==> src/rtl/drl_pkg.sv <==
package drl_pkg;
  typedef enum logic [1:0] {
    ST_IDLE  = 2'd0,
    ST_CHECK = 2'd1,
    ST_RUN   = 2'd2
  } drl_state_e;
endpackage

==> src/rtl/drl_mag.sv <==
// Two's complement to sign and magnitude. The magnitude keeps the full
// width, so the most negative input maps to 2**(W-1) without overflow.
module drl_mag #(
  parameter int W = 17
) (
  input  logic [W-1:0] val,
  output logic         neg,
  output logic [W-1:0] mag
);
  always_comb begin
    neg = val[W-1];
    mag = neg ? (~val + 1'b1) : val;
  end
endmodule

==> src/rtl/drl_gate.sv <==
// Range gate: flags a zero divisor and a dividend above LIMIT * divisor.
module drl_gate #(
  parameter int NW    = 17,
  parameter int DW    = 15,
  parameter int LIMIT = 13
) (
  input  logic [NW-1:0] nmag,
  input  logic [DW-1:0] dmag,
  output logic          zero_div,
  output logic          too_big
);
  localparam int PW = DW + $clog2(LIMIT + 1);
  localparam int CW = ((NW > PW) ? NW : PW) + 1;

  logic [PW-1:0] dwide;
  logic [PW-1:0] lim_prod;

  assign dwide = PW'(dmag);

  generate
    if (LIMIT == 13) begin : g_shift_add
      // 13 = 8 + 4 + 1
      assign lim_prod = (dwide << 3) + (dwide << 2) + dwide;
    end else begin : g_mult
      assign lim_prod = dwide * PW'(LIMIT);
    end
  endgenerate

  assign zero_div = (dmag == '0);
  assign too_big  = CW'(nmag) > CW'(lim_prod);
endmodule

==> src/rtl/drl_step.sv <==
// One restoring step: shift in a dividend bit, subtract if it fits.
module drl_step #(
  parameter int DW = 15
) (
  input  logic [DW-1:0] rem_in,
  input  logic          bit_in,
  input  logic [DW-1:0] dmag,
  output logic [DW-1:0] rem_out,
  output logic          q_bit
);
  logic [DW:0] trial;
  logic [DW:0] diff;

  always_comb begin
    trial   = {rem_in, bit_in};
    diff    = trial - {1'b0, dmag};
    q_bit   = (trial >= {1'b0, dmag});
    rem_out = q_bit ? diff[DW-1:0] : trial[DW-1:0];
  end
endmodule

==> src/rtl/div_range_lim.sv <==
module div_range_lim #(
  parameter int NW     = 17,
  parameter int DW     = 15,
  parameter int INT_W  = 4,
  parameter int FRAC_W = 8,
  parameter int LIMIT  = 13
) (
  input  logic                      clk,
  input  logic                      rst,
  input  logic                      start_i,
  input  logic [NW-1:0]             dividend_i,
  input  logic [DW-1:0]             divisor_i,
  output logic                      busy_o,
  output logic                      done_o,
  output logic                      err_o,
  output logic [INT_W+FRAC_W:0]     quo_o
);
  import drl_pkg::*;

  localparam int QW = INT_W + FRAC_W;
  localparam int CW = $clog2(QW);

  drl_state_e    st;
  logic [NW-1:0] n_mag_r;
  logic [DW-1:0] d_mag_r;
  logic          neg_r;
  logic [DW-1:0] rem_r;
  logic [QW-1:0] feed_r;
  logic [QW-1:0] q_r;
  logic [CW-1:0] cnt_r;

  logic          n_neg, d_neg;
  logic [NW-1:0] n_mag;
  logic [DW-1:0] d_mag;
  logic          zero_div, too_big;
  logic [DW-1:0] rem_nx;
  logic          q_bit;
  logic [QW-1:0] q_nx;
  logic [QW:0]   q_ext;

  drl_mag #(.W(NW)) u_nmag (.val(dividend_i), .neg(n_neg), .mag(n_mag));
  drl_mag #(.W(DW)) u_dmag (.val(divisor_i),  .neg(d_neg), .mag(d_mag));

  drl_gate #(.NW(NW), .DW(DW), .LIMIT(LIMIT)) u_gate (
    .nmag     (n_mag_r),
    .dmag     (d_mag_r),
    .zero_div (zero_div),
    .too_big  (too_big)
  );

  drl_step #(.DW(DW)) u_step (
    .rem_in  (rem_r),
    .bit_in  (feed_r[QW-1]),
    .dmag    (d_mag_r),
    .rem_out (rem_nx),
    .q_bit   (q_bit)
  );

  assign q_nx   = {q_r[QW-2:0], q_bit};
  assign q_ext  = {1'b0, q_nx};
  assign busy_o = (st != ST_IDLE);

  always_ff @(posedge clk) begin
    if (rst) begin
      st      <= ST_IDLE;
      n_mag_r <= '0;
      d_mag_r <= '0;
      neg_r   <= 1'b0;
      rem_r   <= '0;
      feed_r  <= '0;
      q_r     <= '0;
      cnt_r   <= '0;
      done_o  <= 1'b0;
      err_o   <= 1'b0;
      quo_o   <= '0;
    end else begin
      done_o <= 1'b0;
      unique case (st)
        ST_IDLE: begin
          if (start_i) begin
            n_mag_r <= n_mag;
            d_mag_r <= d_mag;
            neg_r   <= n_neg ^ d_neg;
            st      <= ST_CHECK;
          end
        end
        ST_CHECK: begin
          if (zero_div || too_big) begin
            err_o  <= 1'b1;
            quo_o  <= '0;
            done_o <= 1'b1;
            st     <= ST_IDLE;
          end else begin
            // Quotient below 2**QW means the top bits of the dividend
            // already form a remainder smaller than the divisor.
            rem_r  <= DW'(n_mag_r >> INT_W);
            feed_r <= {n_mag_r[INT_W-1:0], {FRAC_W{1'b0}}};
            q_r    <= '0;
            cnt_r  <= CW'(QW - 1);
            st     <= ST_RUN;
          end
        end
        ST_RUN: begin
          rem_r  <= rem_nx;
          feed_r <= feed_r << 1;
          q_r    <= q_nx;
          if (cnt_r == '0) begin
            err_o  <= 1'b0;
            quo_o  <= (neg_r && (q_nx != '0)) ? (~q_ext + 1'b1) : q_ext;
            done_o <= 1'b1;
            st     <= ST_IDLE;
          end else begin
            cnt_r <= cnt_r - 1'b1;
          end
        end
        default: st <= ST_IDLE;
      endcase
    end
  end
endmodule

==> config.mk <==
export PLATFORM = sky130hd
export DESIGN_NAME = div_range_lim
export DESIGN_NICKNAME = d
export VERILOG_FILES = /design/src/rtl/drl_pkg.sv /design/src/rtl/drl_mag.sv /design/src/rtl/drl_gate.sv /design/src/rtl/drl_step.sv /design/src/rtl/div_range_lim.sv
export SDC_FILE = /design/constraint.sdc
export NUM_CORES = 1
export LEC_CHECK = 0
export ABC_AREA = 0
export BUFFER_PORTS_ARGS = -buffer_cell sky130_fd_sc_hd__buf_4
export CAP_MARGIN = 5
export CORE_MARGIN = 5
export CORE_UTILIZATION = 61
export DETAILED_ROUTE_END_ITERATION = 10
export GPL_ROUTABILITY_DRIVEN = 0
export GPL_TIMING_DRIVEN = 1
export PLACE_DENSITY_LB_ADDON = 0.1
export SKIP_LAST_GASP = 1
export SLEW_MARGIN = 10
export SYNTH_ARGS = -nofsm -noshare
export SYNTH_HDL_FRONTEND = slang
export SYNTH_SLANG_ARGS = --single-unit
==> constraint.sdc <==
create_clock -name clk -period 5.5 [get_ports clk]
set_input_delay 1.65 -clock clk [delete_from_list [all_inputs] [get_ports clk]]
set_output_delay 1.65 -clock clk [all_outputs]
set_load 0.1 [all_outputs]
==> impl_metrics.py <==
metrics = {
    "outcome": {
        "run_status": "complete, no violations",
    },
    "global_route": {
        "first_global_vias": 5442,
        "antenna_found_initial": 0,
        "gr-max-usage-layer": "met2",
        "grt_pass1_wl_um": 25990,
        "maximum_number_of_pins_on_one_net_before_global_route_repair": 65,
        "groute.layer.met2.usage_pct": 43.15,
        "grt_usage_pct": 25.06,
        "met1_usage_pct": 31.27,
        "grtUsageMet3_pct": 3.181,
        "globalRouteOverflowTotal": 0,
    },
    "placement": {
        "dp_worst_slack_ns": 0.4993,
        "dp_hpwl_um": 12260,
        "buffers_on_ports": 50,
        "dp.cells": 931,
    },
    "worst_setup_path": {
        "critical_path_class": "reg -> reg",
        "setup.worst_path.end_class": "flop",
        "crit_slowest_cell": "sky130_fd_sc_hd__fa_1",
        "critical_path.most_common_cell": "sky130_fd_sc_hd__o211ai_1",
        "worstRegToRegCells": 20,
        "cp-start-kind": "flop",
        "crit_path_cell_trace": "fa_1 -> ha_1 -> inv_1 -> fa_1 -> and2b_1 -> o211ai_1 -> a211oi_2 -> nor2_1 -> o21ai_0 -> a21oi_1 -> xor2_1 -> ha_1 -> o21ai_0 -> a21oi_1 -> o211ai_1 -> a31oi_1 -> o211ai_1 -> a21oi_2 -> nand3_1 -> o32ai_1",
        "rrSetupSlack_ns": 0.46,
        "rr_endpoint": "quo_o[9]",
        "arrival_ns": 5.32,
        "critical_path.max_fanout": 13,
        "slowest_delay_ns": 0.57,
        "worstPathRequired_ns": 5.78,
        "worstReg2RegStart": "d_mag_r[0]",
    },
    "min_path": {
        "min_from": "quo_o[12]",
        "worst_hold_path.endpoint": "quo_o[12]",
        "min_delay_path_depth": 2,
        "min_path_type": "reg -> reg",
    },
    "detailed_routing": {
        "dr.pass1.iters": 5,
        "wire_per_inst_um": 16.85,
        "drt-total-wl_um": 15960,
        "via_count": 5756,
        "detail_route.vias_per_cell": 6.078,
        "antenna_violating_nets_post_route": 0,
        "route.detailed.drc": 0,
        "drt_iter0_drc": 332,
    },
    "synth": {
        "synth.yosys.seq_area_share_pct": 26.23,
        "synth.largest_area_cell": "sky130_fd_sc_hd__dfxtp_1",
        "postSynth.topFlopCell": "sky130_fd_sc_hd__dfxtp_1",
        "synth_warn": 0,
        "synthesized_netlist_cell_count": 772,
        "synth_async_sr_flop_share_pct": 0,
        "synth_most_common_cell": "sky130_fd_sc_hd__dfxtp_1",
        "synth_edf_count": 0,
        "post_synthesis_register_bit_count": 84,
        "yosysUniqueCellTypes": 69,
        "avgSynthCellArea_um2": 8.305,
        "cell_types_with_the_largest_area_share_after_synthesis": "sky130_fd_sc_hd__dfxtp_1 26%, sky130_fd_sc_hd__ha_1 13%, sky130_fd_sc_hd__a21oi_1 4.5%",
        "cell_area_after_synthesis_um2": 6411,
        "synth_top_cells_by_count": "84 x sky130_fd_sc_hd__dfxtp_1, 73 x sky130_fd_sc_hd__nand2_1, 65 x sky130_fd_sc_hd__ha_1, 63 x sky130_fd_sc_hd__nor2_1, 58 x sky130_fd_sc_hd__a21oi_1",
        "syn-num-nets": 886,
        "synthDominantCellAreaShare_pct": 26.23,
    },
    "floorplanning": {
        "core_area_um2": 10280,
        "die_width_um": 112.5,
        "io_pins": 51,
        "initial_util_pct": 62.38,
        "die-area_um2": 12660,
        "dieHeight_um": 112.5,
        "cell_rows": 37,
    },
    "pwr": {
        "power_per_standard_cell_area_nw_per_um2": 367.6,
        "vdd_drop_max_mv": 0.1686,
        "power_leakage_uw": 0.002997,
    },
    "sta": {
        "finalWorstPathRequiredPeriod_ns": 5.036,
        "post-route-period-util_pct": 91.57,
        "setup_viol": 0,
        "hold_violations": 0,
        "fmax_mhz": 198.6,
        "hold_ws_ns": 0.4622,
        "drv_slew": 0,
        "total_negative_setup_slacks_ns": 0,
        "relSlewSlack_pct": 39.15,
        "transition_time_of_the_tightest_slew_check_pin_ns": 0.9128,
        "rsz0062_at_grt": "no",
        "postLayoutSetupSlackWorst_ns": 0.4638,
        "worst_clock_skew_ns": 0.01381,
    },
    "cells_and_area": {
        "area_growth_syn_to_layout_pct": 9.582,
        "fin_cells": 947,
        "final_nets": 920,
        "final_layout_size_suffix_gt1_share_pct": 11.34,
        "num_antenna_cells": 0,
        "final_core_util_pct": 68.36,
    },
    "cts": {
        "clk_pin_slew_worst_paths_ns": 0.09,
        "tritoncts": "done",
        "tritoncts.num_buffers": 9,
        "clock-sinks": 84,
        "clock_tree.buffer_depth": 2,
        "cts_hold_repair.buffers": 0,
        "htree_levels": 3,
        "insertion_delay_ns": 0.38,
        "cts_root_buffer": "sky130_fd_sc_hd__clkbuf_8",
    },
    "run": {
        "maxCapViolations": 0,
    },
}
## where the power goes
group          internal [uW]  total (uW)  switching, uW
Sequential               674         756           82.1
Combinational            533        1360            828
Clock                    216         465            249
Total                   1420        2580           1160
## worst max path at each step
| stage | startpoint | end | slack [ns] | cells past startpoint |
|---|---|---|---|---|
| 3_5_place_dp | d_mag_r[0] | rem_r[3] | 0.50 | 20 |
| 6_report | d_mag_r[0] | quo_o[9] | 0.46 | 20 |
| 5_1_grt | d_mag_r[0] | rem_r[12] | 0.11 | 21 |
| 4_1_cts | d_mag_r[0] | rem_r[3] | 0.45 | 20 |
| 2_1_floorplan | d_mag_r[0] | rem_r[14] | 1.16 | 20 |
| 3_3_place_gp | d_mag_r[0] | rem_r[12] | 0.70 | 20 |
## cells in the final DEF (no fill, tap or decap), types with 6 or more instances in the layout
cell,netlist,routed
sky130_fd_sc_hd__a21o_1,8,8
sky130_fd_sc_hd__xor2_1,28,28
sky130_fd_sc_hd__o31ai_1,12,12
sky130_fd_sc_hd__ha_1,65,65
sky130_fd_sc_hd__nor2b_1,9,9
sky130_fd_sc_hd__fa_1,14,14
sky130_fd_sc_hd__a22o_1,19,19
sky130_fd_sc_hd__or3_1,9,9
sky130_fd_sc_hd__o21ai_0,34,34
sky130_fd_sc_hd__nand4_1,6,6
sky130_fd_sc_hd__and3_1,10,10
sky130_fd_sc_hd__a31oi_1,7,7
sky130_fd_sc_hd__mux2i_1,9,9
sky130_fd_sc_hd__clkbuf_8,0,9
sky130_fd_sc_hd__a211oi_1,30,30
sky130_fd_sc_hd__or4_1,10,10
sky130_fd_sc_hd__inv_1,52,52
sky130_fd_sc_hd__a21oi_1,58,58
sky130_fd_sc_hd__buf_4,2,54
sky130_fd_sc_hd__nand2_1,73,73
sky130_fd_sc_hd__nor2_1,63,63
sky130_fd_sc_hd__o21ai_1,6,6
sky130_fd_sc_hd__nand3_1,22,22
sky130_fd_sc_hd__dfxtp_1,84,84
sky130_fd_sc_hd__xnor2_1,26,26
## state kept, by name, summed over array words and instances (netlist names)
signal,flops
quo_o,13
rem_r,15
st,2
neg_r,1
done_o,1
d_mag_r,15
n_mag_r,17
feed_r,4
q_r,11
cnt_r,4
err_o,1
## cell families (layout without fill, tap and decap cells)
logic type | after synthesis | in the layout | synth area share [%]
xor+xnor | 54 | 54 | 7.377
simple gates | 227 | 227 | 16.65
compound gates | 232 | 232 | 25.23
fa+ha+maj | 79 | 79 | 17.06
flops | 84 | 84 | 26.23
mux | 11 | 11 | 1.756
buf+inv | 85 | 124 | 5.698
## area by class of cell
class | count | area, um^2
clock inverters | 6 | 71.32
repair buffers | 54 | 405.4
multi-input cells | 603 | 4367
flip-flops and latches | 84 | 1682
fillers | 867 | 3252
inverters | 54 | 202.7
clock buffers | 10 | 127.6
well taps | 136 | 170.2
## worst max-delay path, delay by kind of cell, from the launching register on
family / cells / cell delay (ns)
buffers and inverters: 1 / 0.06
AND/OR/NAND/NOR: 3 / 0.52
adder cells (fa/ha/maj): 4 / 1.44
XOR/XNOR: 1 / 0.15
flip-flops: 1 / 0.40
AO/OA/AOI/OAI: 11 / 2.37
## what timing repair did
action                                  CTS  global route
gates resized for setup                   0             1
endpoints found under the setup margin    0             1
buffers inserted                          0             0
## per-stage QoR
stage | power [uW] | cell area [um^2]
6_report | 2582 | 7025
4_1_cts | 2577 | 7024
5_1_grt | 2783 | 7025
3_5_place_dp | 2100 | 6825
3_3_place_gp | 2046 | 6825
2_1_floorplan | 1812 | 6411
## metal layers
layer  part of all wire (%)  wire [um]  up-vias
met5                      0          0        -
met4                    3.7        586        0
met3                    5.6        886       47
met2                     48       7634      182
met1                     43       6852     2672
li1                       -          -     2855
Note: power is estimated with default switching activity, not from simulation.
